==> src/rtl/systime_pkg.sv <==
package systime_pkg;

   localparam int REG_ADDR_W = 3;

   typedef enum logic [REG_ADDR_W-1:0] {
      RA_CTRL   = 3'd0,
      RA_STAT   = 3'd1,
      RA_FINE   = 3'd2,
      RA_COARSE = 3'd3,
      RA_SEL    = 3'd4
   } reg_addr_e;

   typedef enum logic [1:0] {
      LD_NONE   = 2'd0,
      LD_FINE   = 2'd1,
      LD_COARSE = 2'd2
   } load_kind_e;

endpackage

==> src/rtl/systime_counter.sv <==
module systime_counter
   import systime_pkg::*;
#(
   parameter int CNT_W  = 34,
   parameter int VIEW_W = 32
) (
   input  logic              clk,
   input  logic              rst_n,
   input  logic              count_en,
   input  logic              tick,
   input  load_kind_e        ld_kind,
   input  logic [VIEW_W-1:0] ld_val,
   output logic [CNT_W-1:0]  cnt,
   output logic              ovf
);

   localparam int              SHIFT    = CNT_W - VIEW_W;
   localparam logic [CNT_W-1:0] ONE     = CNT_W'(1);
   localparam logic [CNT_W-1:0] ALL_ONE = '1;

   initial begin
      if (SHIFT < 1) $fatal(1, "systime_counter: CNT_W must exceed VIEW_W");
   end

   always_ff @(posedge clk) begin
      if (!rst_n) begin
         cnt <= '0;
         ovf <= 1'b0;
      end else begin
         ovf <= 1'b0;
         if (count_en && tick) begin
            cnt <= cnt + ONE;
            ovf <= (cnt == ALL_ONE);
         end else if (!count_en) begin
            case (ld_kind)
               LD_FINE:   cnt <= {{SHIFT{1'b0}}, ld_val};
               LD_COARSE: cnt <= {ld_val, {SHIFT{1'b0}}};
               default:   cnt <= cnt;
            endcase
         end
      end
   end

   AST_HOLD_IDLE: assert property (@(posedge clk) disable iff (!rst_n)
      (!count_en && ld_kind == LD_NONE) |=> $stable(cnt));
   AST_STEP_ONE: assert property (@(posedge clk) disable iff (!rst_n)
      (count_en && tick) |=> (cnt == $past(cnt) + ONE));
   AST_LOCKED_VIEWS: assert property (@(posedge clk) disable iff (!rst_n)
      (count_en && !tick) |=> $stable(cnt));
   AST_FINE_TOP_CLEAR: assert property (@(posedge clk) disable iff (!rst_n)
      (!count_en && ld_kind == LD_FINE) |=> (cnt[CNT_W-1:VIEW_W] == '0));
   AST_COARSE_LOW_CLEAR: assert property (@(posedge clk) disable iff (!rst_n)
      (!count_en && ld_kind == LD_COARSE) |=> (cnt[SHIFT-1:0] == '0));
   AST_OVF_SINGLE: assert property (@(posedge clk) disable iff (!rst_n)
      ovf |=> !ovf);
   AST_OVF_AT_ZERO: assert property (@(posedge clk) disable iff (!rst_n)
      ovf |-> (cnt == '0));

endmodule

==> src/rtl/systime_bitsel.sv <==
module systime_bitsel #(
   parameter int SEL_W   = 16,
   parameter bit REG_OUT = 1'b0
) (
   input  logic             clk,
   input  logic             rst_n,
   input  logic [SEL_W-1:0] cnt_low,
   input  logic [SEL_W-1:0] mask,
   output logic             bit_o
);

   logic [SEL_W-1:0] picked;

   initial begin
      if (SEL_W < 1) $fatal(1, "systime_bitsel: SEL_W must be at least 1");
   end

   for (genvar i = 0; i < SEL_W; i++) begin : g_pick
      assign picked[i] = cnt_low[i] & mask[i];
   end

   if (REG_OUT) begin : g_flop
      always_ff @(posedge clk) begin
         if (!rst_n) bit_o <= 1'b0;
         else        bit_o <= |picked;
      end
      AST_NO_SEL_QUIET: assert property (@(posedge clk) disable iff (!rst_n)
         ($past(mask) == '0) |-> !bit_o);
   end else begin : g_comb
      assign bit_o = |picked;
      AST_NO_SEL_QUIET: assert property (@(posedge clk) disable iff (!rst_n)
         (mask == '0) |-> !bit_o);
   end

endmodule

==> src/rtl/systime_regs.sv <==
module systime_regs
   import systime_pkg::*;
#(
   parameter int CNT_W  = 34,
   parameter int VIEW_W = 32,
   parameter int SEL_W  = 16
) (
   input  logic                  clk,
   input  logic                  rst_n,
   input  logic                  tick,
   input  logic                  wr_en,
   input  logic [REG_ADDR_W-1:0] addr,
   input  logic [VIEW_W-1:0]     wdata,
   input  logic [CNT_W-1:0]      cnt,
   output logic [VIEW_W-1:0]     rdata,
   output logic                  count_en,
   output logic [SEL_W-1:0]      sel_mask,
   output load_kind_e            ld_kind,
   output logic [VIEW_W-1:0]     ld_val
);

   localparam int SHIFT = CNT_W - VIEW_W;

   initial begin
      if (SEL_W > VIEW_W) $fatal(1, "systime_regs: mask wider than a register");
   end

   logic en_q, en_d, run_q, run_d;
   logic [SEL_W-1:0] mask_q;
   reg_addr_e a;

   assign a = reg_addr_e'(addr);

   always_comb begin
      en_d  = (wr_en && a == RA_CTRL) ? wdata[0] : en_q;
      run_d = en_d && (run_q || (en_q && tick));
   end

   always_ff @(posedge clk) begin
      if (!rst_n) begin
         en_q   <= 1'b0;
         run_q  <= 1'b0;
         mask_q <= '0;
      end else begin
         en_q  <= en_d;
         run_q <= run_d;
         if (wr_en && a == RA_SEL) mask_q <= wdata[SEL_W-1:0];
      end
   end

   always_comb begin
      ld_kind = LD_NONE;
      if (wr_en && a == RA_FINE)   ld_kind = LD_FINE;
      if (wr_en && a == RA_COARSE) ld_kind = LD_COARSE;
   end

   assign ld_val   = wdata;
   assign count_en = en_q;
   assign sel_mask = mask_q;

   always_comb begin
      rdata = '0;
      case (a)
         RA_CTRL:   rdata[0] = en_q;
         RA_STAT:   rdata[0] = run_q;
         RA_FINE:   rdata = cnt[VIEW_W-1:0];
         RA_COARSE: rdata = cnt[CNT_W-1:SHIFT];
         RA_SEL:    rdata[SEL_W-1:0] = mask_q;
         default:   rdata = '0;
      endcase
   end

   AST_RUN_NEEDS_EN: assert property (@(posedge clk) disable iff (!rst_n)
      run_q |-> en_q);
   AST_RUN_AFTER_TICK: assert property (@(posedge clk) disable iff (!rst_n)
      $rose(run_q) |-> ($past(tick) && $past(en_q)));
   AST_CTRL_TAKES: assert property (@(posedge clk) disable iff (!rst_n)
      (wr_en && a == RA_CTRL) |=> (en_q == $past(wdata[0])));

endmodule

==> src/rtl/systime_base.sv <==
module systime_base
   import systime_pkg::*;
#(
   parameter int CNT_W       = 34,
   parameter int VIEW_W      = 32,
   parameter int SEL_W       = 16,
   parameter bit REG_TIMEBIT = 1'b0
) (
   input  logic                  clk,
   input  logic                  rst_n,
   input  logic                  tick_en,
   input  logic                  reg_wr,
   input  logic [REG_ADDR_W-1:0] reg_addr,
   input  logic [VIEW_W-1:0]     reg_wdata,
   output logic [VIEW_W-1:0]     reg_rdata,
   output logic                  time_bit,
   output logic                  ovf_pulse
);

   initial begin
      if (SEL_W > CNT_W) $fatal(1, "systime_base: SEL_W exceeds CNT_W");
   end

   logic [CNT_W-1:0]  cnt;
   logic              count_en;
   logic [SEL_W-1:0]  sel_mask;
   load_kind_e        ld_kind;
   logic [VIEW_W-1:0] ld_val;

   systime_regs #(.CNT_W(CNT_W), .VIEW_W(VIEW_W), .SEL_W(SEL_W)) u_regs (
      .clk      (clk),
      .rst_n    (rst_n),
      .tick     (tick_en),
      .wr_en    (reg_wr),
      .addr     (reg_addr),
      .wdata    (reg_wdata),
      .cnt      (cnt),
      .rdata    (reg_rdata),
      .count_en (count_en),
      .sel_mask (sel_mask),
      .ld_kind  (ld_kind),
      .ld_val   (ld_val)
   );

   systime_counter #(.CNT_W(CNT_W), .VIEW_W(VIEW_W)) u_cnt (
      .clk      (clk),
      .rst_n    (rst_n),
      .count_en (count_en),
      .tick     (tick_en),
      .ld_kind  (ld_kind),
      .ld_val   (ld_val),
      .cnt      (cnt),
      .ovf      (ovf_pulse)
   );

   systime_bitsel #(.SEL_W(SEL_W), .REG_OUT(REG_TIMEBIT)) u_sel (
      .clk     (clk),
      .rst_n   (rst_n),
      .cnt_low (cnt[SEL_W-1:0]),
      .mask    (sel_mask),
      .bit_o   (time_bit)
   );

   AST_OVF_NEEDS_EN: assert property (@(posedge clk) disable iff (!rst_n)
      ovf_pulse |-> ($past(count_en) && $past(tick_en)));

endmodule

==> config.mk <==
export PLATFORM = sky130hd
export DESIGN_NAME = systime_base
export DESIGN_NICKNAME = d
export VERILOG_FILES = /design/src/rtl/systime_pkg.sv /design/src/rtl/systime_counter.sv /design/src/rtl/systime_bitsel.sv /design/src/rtl/systime_regs.sv /design/src/rtl/systime_base.sv
export SDC_FILE = /design/constraint.sdc
export NUM_CORES = 1
export LEC_CHECK = 0
export CAP_MARGIN = 20
export CORE_UTILIZATION = 35
export CTS_BUF_LIST = sky130_fd_sc_hd__clkbuf_4 sky130_fd_sc_hd__clkbuf_8 sky130_fd_sc_hd__clkbuf_16
export DETAILED_ROUTE_END_ITERATION = 10
export PLACE_DENSITY = 0.67
export SYNTH_ARGS = -nofsm -noshare
export SYNTH_HDL_FRONTEND = slang
export SYNTH_SLANG_ARGS = --single-unit
==> constraint.sdc <==
create_clock -name clk -period 4.1 [get_ports clk]
set_input_delay 0.41 -clock clk [delete_from_list [all_inputs] [get_ports clk]]
set_output_delay 0.41 -clock clk [all_outputs]
set_load 0.02 [all_outputs]
==> impl_metrics.csv, run 1 <==
group,metric,value,unit
placed_design,port_buffers,72,
timing,setup_viol,0,
routing,drc,0,
global_routing,antenna_found_initial,0,
routing,drt-pass1-iter-count,5,
timing,setup-tns-final,0,ns
floorplan,std_cell_rows,37,
critical_path,setup.worst_path.class,"in2out",
flow_run,drv_cap,0,
timing,hold_viol_final,0,
clock_tree,cts_tree,"built",
floorplan,initial_core_util,0.365,
power,vdd_drop_max,0.124,mV
clock_tree,numCtsBuffers,5,
routing,vias,4006,
power,power_density,228,mW/mm²
clock_tree,cts_htree_levels,2,
timing,tightest_slew,0.813,ns
critical_path,crit_family,"buffers and inverters",
critical_path,cpMostUsedCell,"clkdlybuf4s50_1",
synth,ys_async_sr_fraction,0,
global_routing,grt-ovfl-total,0,
global_routing,grt_pass1_wl,18600,µm
synth,synthSimpleGateAreaFrac,0.296,
critical_path,slowest_stage,"clkdlybuf4s50_1",
critical_path,crit_chain,"clkdlybuf4s50_1 > nand2b_1 > buf_4 > nor2_1 > clkdlybuf4s50_1",
finish,fill_cells,1091,
routing,drt-vias-per-instance,5.81,
synth,synthFlopType,"dfxtp_1",
clock_tree,clockRootBuffer,"clkbuf_8",
synth,syn_area_per_cell,7.48,µm²
power,p_leak,1.67,nW
finish,antenna_cells,0,
synth,synth_compound_area_frac,0.220,
critical_path,critical_path_arrival,2.56,ns
synth,synth_top_family_by_area,"simple AND/OR/NAND/NOR gates",
synth,synth_xor_area_frac,0.00688,
clock_tree,clkSinkCount,53,
global_routing,grt_pass1_vias,3726,
timing,min_period_over_period,0.724,
critical_path,crit_buf_inv,3,
timing,slew-limit-headroom,0.457,
synth,synth_mux_area_frac,0.137,
synth,synth.ff_latch_count,53,
critical_path,end_kind,"primary output",
clock_tree,clk_path_buf_depth,2,
placed_design,place.gp.congestion,0.873,
timing,finalMaxSlewViolations,0,
routing,antenna_left,0,
finish,nets,593,
finish,synthToLayoutAreaGrowth,22.4,%
outcome,status,"finished, final reports clean",
floorplan,fp.dieW,106,µm
synth,netlist_instances,511,
clock_tree,cts_resized,0,
timing,timing.hold.ws,0.491,ns
floorplan,pin_count,73,
timing,skew,0.00997,ns
critical_path,cpPeakStageDelay,0.61,ns
synth,yosysSeqAreaShare,0.278,
critical_path,worstPathRequired,3.69,ns
floorplan,dieArea,0.0113,mm²
synth,synth_edf_count,0,
timing,rsz0062_at_grt,"false",
finish,design_area,0.00468,mm²
power,power.total,1.07,mW
hold_path,hold_class,"reg2reg",
global_routing,grt_max_degree,32,
routing,dr.first_iter.drc_count,281,
synth,synth_nets,551,
placed_design,dpl.hpwl,8380,µm
routing,drt-total-wl,11700,µm
clock_tree,post_cts_buffers,0,
clock_tree,path_clk_slew,0.09,ns
timing,fmax,337,MHz
critical_path,start_kind,"input pin",
timing,fin_crit,2.97,ns
synth,netlist_area,0.00382,mm²
floorplan,die_y,106,µm
synth,ys_warn_count,0,
synth,synth_fa_ha_area_frac,0.00327,
global_routing,grt_use_total,0.205,
routing,wl_per_cell,16.9,µm
clock_tree,cts_hold_buf,0,
synth,synth_cell_type_count,62,
floorplan,fp.coreArea,0.0105,mm²
finish,drive_above_1_share,0.0650,
placed_design,dpl_cell_area,0.00457,mm²
critical_path,worstPathMaxFanout,17,
clock_tree,clkLatencyLatePin,0.32,ns
## layout by cell type (no fill, tap or decap), types with 2 or more instances in the layout
cell	instances
nand2_1	108
clkdlybuf4s50_1	71
dfxtp_1	53
mux2i_1	50
nor2_1	30
o21ai_0	27
nand3_1	24
a21oi_1	20
a21boi_0	19
nand4_1	11
buf_4	10
nor3_1	9
o22ai_1	7
o21a_1	7
and3_1	7
nor2b_1	6
a31oi_1	6
and3_2	5
a311oi_1	5
o31a_1	5
clkbuf_8	5
a22o_1	4
a221oi_1	4
and4_1	4
o211ai_1	4
and2_1	3
o32a_1	3
nand2b_1	2
and2_0	2
and2_2	2
and4_4	2
nand4b_1	2
mux2_2	2
o311ai_0	2
nor4_1	2
xnor2_1	2
a22oi_1	2
clkinv_2	2
## layer usage
layer,vias to the layer above,global-route usage,share of wire
li1,1941,-,-
met1,1862,0.261,0.46
met2,184,0.347,0.46
met3,19,0.0356,0.063
met4,0,0.0734,0.020
met5,-,0,0
## stage by stage
| step | util | setup slack (ns) | instances |
|---|---|---|---|
| floorplan | - | 2.00 | 511 |
| global placement | 0.437 | 1.20 | 681 |
| detailed placement | 0.437 | 1.16 | 681 |
| CTS | 0.445 | 1.16 | 689 |
| global route | 0.447 | 1.01 | 690 |
| finish | 0.447 | 1.13 | 690 |
## area by class of cell
cell class | instances | area (µm²) | share of cell area
inverter | 1 | 3.75 | 0.000803
tap | 136 | 170 | 0.0364
clock buffer | 6 | 76.3 | 0.0163
timing repair buffer | 83 | 806 | 0.172
multi-input combinational | 409 | 2550 | 0.545
sequential | 53 | 1060 | 0.227
clock inverter | 2 | 10.0 | 0.00214
## path summary, 6_finish.rpt
kind	startpoint	end	slack (ns)	depth (start not counted)
hold reg to reg	u_regs.run_q	u_regs.run_q	0.49	1
setup / recovery	reg_addr[2]	reg_rdata[16]	1.13	5
setup reg to reg	u_regs.count_en	u_cnt.cnt[15]	1.74	5
hold / removal	u_regs.run_q	u_regs.run_q	0.49	1
## synthesized netlist by cell type (6+ instances only)
cell        n  area, µm²
a21oi_1    20        100
nor2_1     30        113
buf_2      16       80.1
nand2_1   108        405
nand4_1    11       68.8
nor3_1      9       45.0
and3_1      7       43.8
o21ai_0    27        135
o22ai_1     7       43.8
nor2b_1     6       37.5
a31oi_1     6       37.5
clkbuf_1   25       93.8
o21a_1      7       52.6
nand3_1    24        120
mux2i_1    50        500
a21boi_0   19        143
dfxtp_1    53       1060
## flip-flops by register name, summed over array words and instances (netlist names)
register         cells
u_regs.sel_mask     16
u_cnt.ovf            1
u_regs.run_q         1
u_cnt.cnt           34
u_regs.count_en      1
## report_power, final
part           switching (mW)  internal, mW  leakage [nW]
sequential             0.0294         0.532         0.431
combinational          0.0994        0.0969          1.20
clock                   0.183         0.126        0.0484
## worst reg2reg max path: stages, from the launching register on
cell and delay, ns:
dfxtp_1 0.48, nand2_1 0.42, nor3_1 0.67, nand2_1 0.22, o32a_1 0.33, a21boi_0 0.17
## kinds of logic after synthesis
kind of cell               after synthesis
and+or+nand+nor                        229
AOI/OAI and AO/OA                      124
DFF                                     53
muxes                                   52
buffers and inverters                   49
xor gates and xnor gates                 3
adders and majority gates                1
No activity file was read; power rests on OpenSTA's default activity.
==> inputs of run 2 (changes only) <==
PLACE_DENSITY = 0.69   (was 0.67)
clock period = 2.6 ns   (was 4.1 ns; I/O delays follow)
==> run 2 against run 1 <==
Count of clock-buffer cells in the layout grew 1. Combinational power increased by 59%. Register-to-register slack worse by 1.2 ns. Non-clock buffer count increased by 8. Total power up 62%. Clock skew shrank 0.0033 ns. Global-route usage down 0.44 points. Largest power group unchanged. Hold slack got worse by 0.023 ns. Highest routed layer unchanged.
==> impl_metrics.csv, run 2 (synthesis results as in run 1) <==
group,metric,value,unit
outcome,status,"finished, final reports clean",
critical_path,setup.worst_path.class,"in2out",
timing,setup-tns-final,0,ns
floorplan,initial_core_util,0.365,
hold_path,hold_class,"in2reg",
floorplan,fp.coreArea,0.0105,mm²
finish,largest_register_ffs,34,
power,power.total,1.73,mW
floorplan,fp.dieW,106,µm
timing,tightest_slew,0.547,ns
clock_tree,cts_tree,"built",
floorplan,pin_count,73,
critical_path,critical_path_arrival,2.24,ns
finish,nets,601,
timing,min_period_over_period,0.960,
clock_tree,cts_htree_levels,2,
finish,fin_util,0.455,
clock_tree,post_cts_buffers,0,
finish,fill_cells,1092,
critical_path,slowest_stage,"clkdlybuf4s50_1",
finish,drive_above_1_share,0.0783,
routing,drt-pass1-iter-count,5,
finish,final_common_cell,"nand2_1",
routing,drc,0,
floorplan,die_y,106,µm
flow_run,drv_cap,0,
finish,multiInputGateArea,0.00255,mm²
floorplan,dieArea,0.0113,mm²
timing,rsz0062_at_grt,"false",
timing,skew,0.00664,ns
finish,antenna_cells,0,
timing,slew-limit-headroom,0.634,
global_routing,grt_pass1_wl,18300,µm
critical_path,worstPathMaxFanout,32,
placed_design,port_buffers,72,
clock_tree,cts_resized,0,
routing,drt-total-wl,11400,µm
critical_path,r2r_start,"u_cnt.cnt[1]",
clock_tree,numCtsBuffers,5,
global_routing,gr-usage-met1,0.272,
global_routing,grt_use_total,0.201,
global_routing,grtUsageMet2,0.335,
power,p_leak,1.72,nW
critical_path,end_kind,"primary output",
critical_path,crit_buf_inv,3,
clock_tree,clockRootBuffer,"clkbuf_8",
finish,synthToLayoutAreaGrowth,24.5,%
global_routing,busiest_layer,"met2",
global_routing,grt-ovfl-total,0,
critical_path,start_kind,"input pin",
timing,setup_viol,0,
critical_path,cpMostUsedCell,"clkdlybuf4s50_1",
finish,regArea,0.00106,mm²
critical_path,crit_chain,"clkdlybuf4s50_1 > nand2b_1 > buf_4 > o21ai_0 > clkdlybuf4s50_1",
clock_tree,cts_hold_buf,0,
clock_tree,clkSinkCount,53,
timing,fin_crit,2.50,ns
power,vdd_drop_max,0.211,mV
power,power_density,363,mW/mm²
placed_design,place.gp.congestion,0.842,
global_routing,grt_max_degree,33,
global_routing,met3_usage,0.0288,
critical_path,crit_start,"reg_addr[2]",
routing,drt-vias-per-instance,5.67,
routing,wl_per_cell,16.4,µm
clock_tree,clk_path_buf_depth,2,
routing,vias,3957,
timing,finalMaxSlewViolations,0,
routing,antenna_left,0,
clock_tree,path_clk_slew,0.09,ns
timing,fmax,401,MHz
timing,hold_viol_final,0,
hold_path,min_from,"reg_addr[0]",
finish,top_register,"u_cnt.cnt",
critical_path,cpPeakStageDelay,0.69,ns
global_routing,antenna_found_initial,0,
critical_path,worstPathRequired,2.34,ns
finish,final_cell_mix,"nand2_1 (108), clkdlybuf4s50_1 (71), dfxtp_1 (53)",
critical_path,crit_family,"buffers and inverters",
floorplan,std_cell_rows,37,
routing,dr.first_iter.drc_count,326,
placed_design,dpl.hpwl,8350,µm
clock_tree,clkLatencyLatePin,0.31,ns
global_routing,grt_pass1_vias,3622,
-- run 2: cell count changes in the layout (fill, tap and decap cells not counted) --
cell and change:
buf_8 -1, clkbuf_4 -1, buf_12 +1, clkbuf_8 +2
buf_4 +8, clkinv_2 -1
-- run 2: metal layers --
layer | routed length [µm] | up-vias
met1 | 5370 | 1839
met2 | 5240 | 150
met5 | 0 | -
li1 | - | 1945
met3 | 606 | 23
met4 | 206 | 0
-- run 2: final timing paths --
kind	cells past startpoint	slack, ns	end
setup reg to reg	5	0.55	u_cnt.cnt[16]
hold / removal	4	0.47	u_regs.count_en
setup / recovery	5	0.10	reg_rdata[10]
hold reg to reg	1	0.47	u_regs.run_q
-- run 2: area by class of cell --
class | count | share of cell area
clock inverter | 1 | 0.00105
clock buffer | 7 | 0.0203
multi-input combinational | 409 | 0.536
timing repair buffer | 91 | 0.183
sequential | 53 | 0.223
tap | 136 | 0.0358
inverter | 1 | 0.000789
-- run 2: power breakdown --
group	switching (mW)	internal [mW]	total, mW	leakage, nW
clock network	0.287	0.242	0.529	0.0542
registers	0.0476	0.839	0.886	0.431
logic	0.153	0.157	0.311	1.23
total	0.488	1.24	1.73	1.72
-- run 2: through the flow --
stage          cells  worst slack [ns]  hold slack [ns]  instance area [µm²]
2_1_floorplan    511             0.804            0.405                 3820
3_3_place_gp     690             0.260            0.452                 4650
3_5_place_dp     690             0.167            0.457                 4650
4_1_cts          698             0.154            0.455                 4760
5_1_grt          698            0.0901            0.482                 4760
6_report         698             0.104            0.468                 4760
-- run 2: worst min-delay path, stage by stage --
cell	delay [ns]
buf_2	0.18
nor4b_1	0.08
mux2i_1	0.14
nor2b_1	0.07
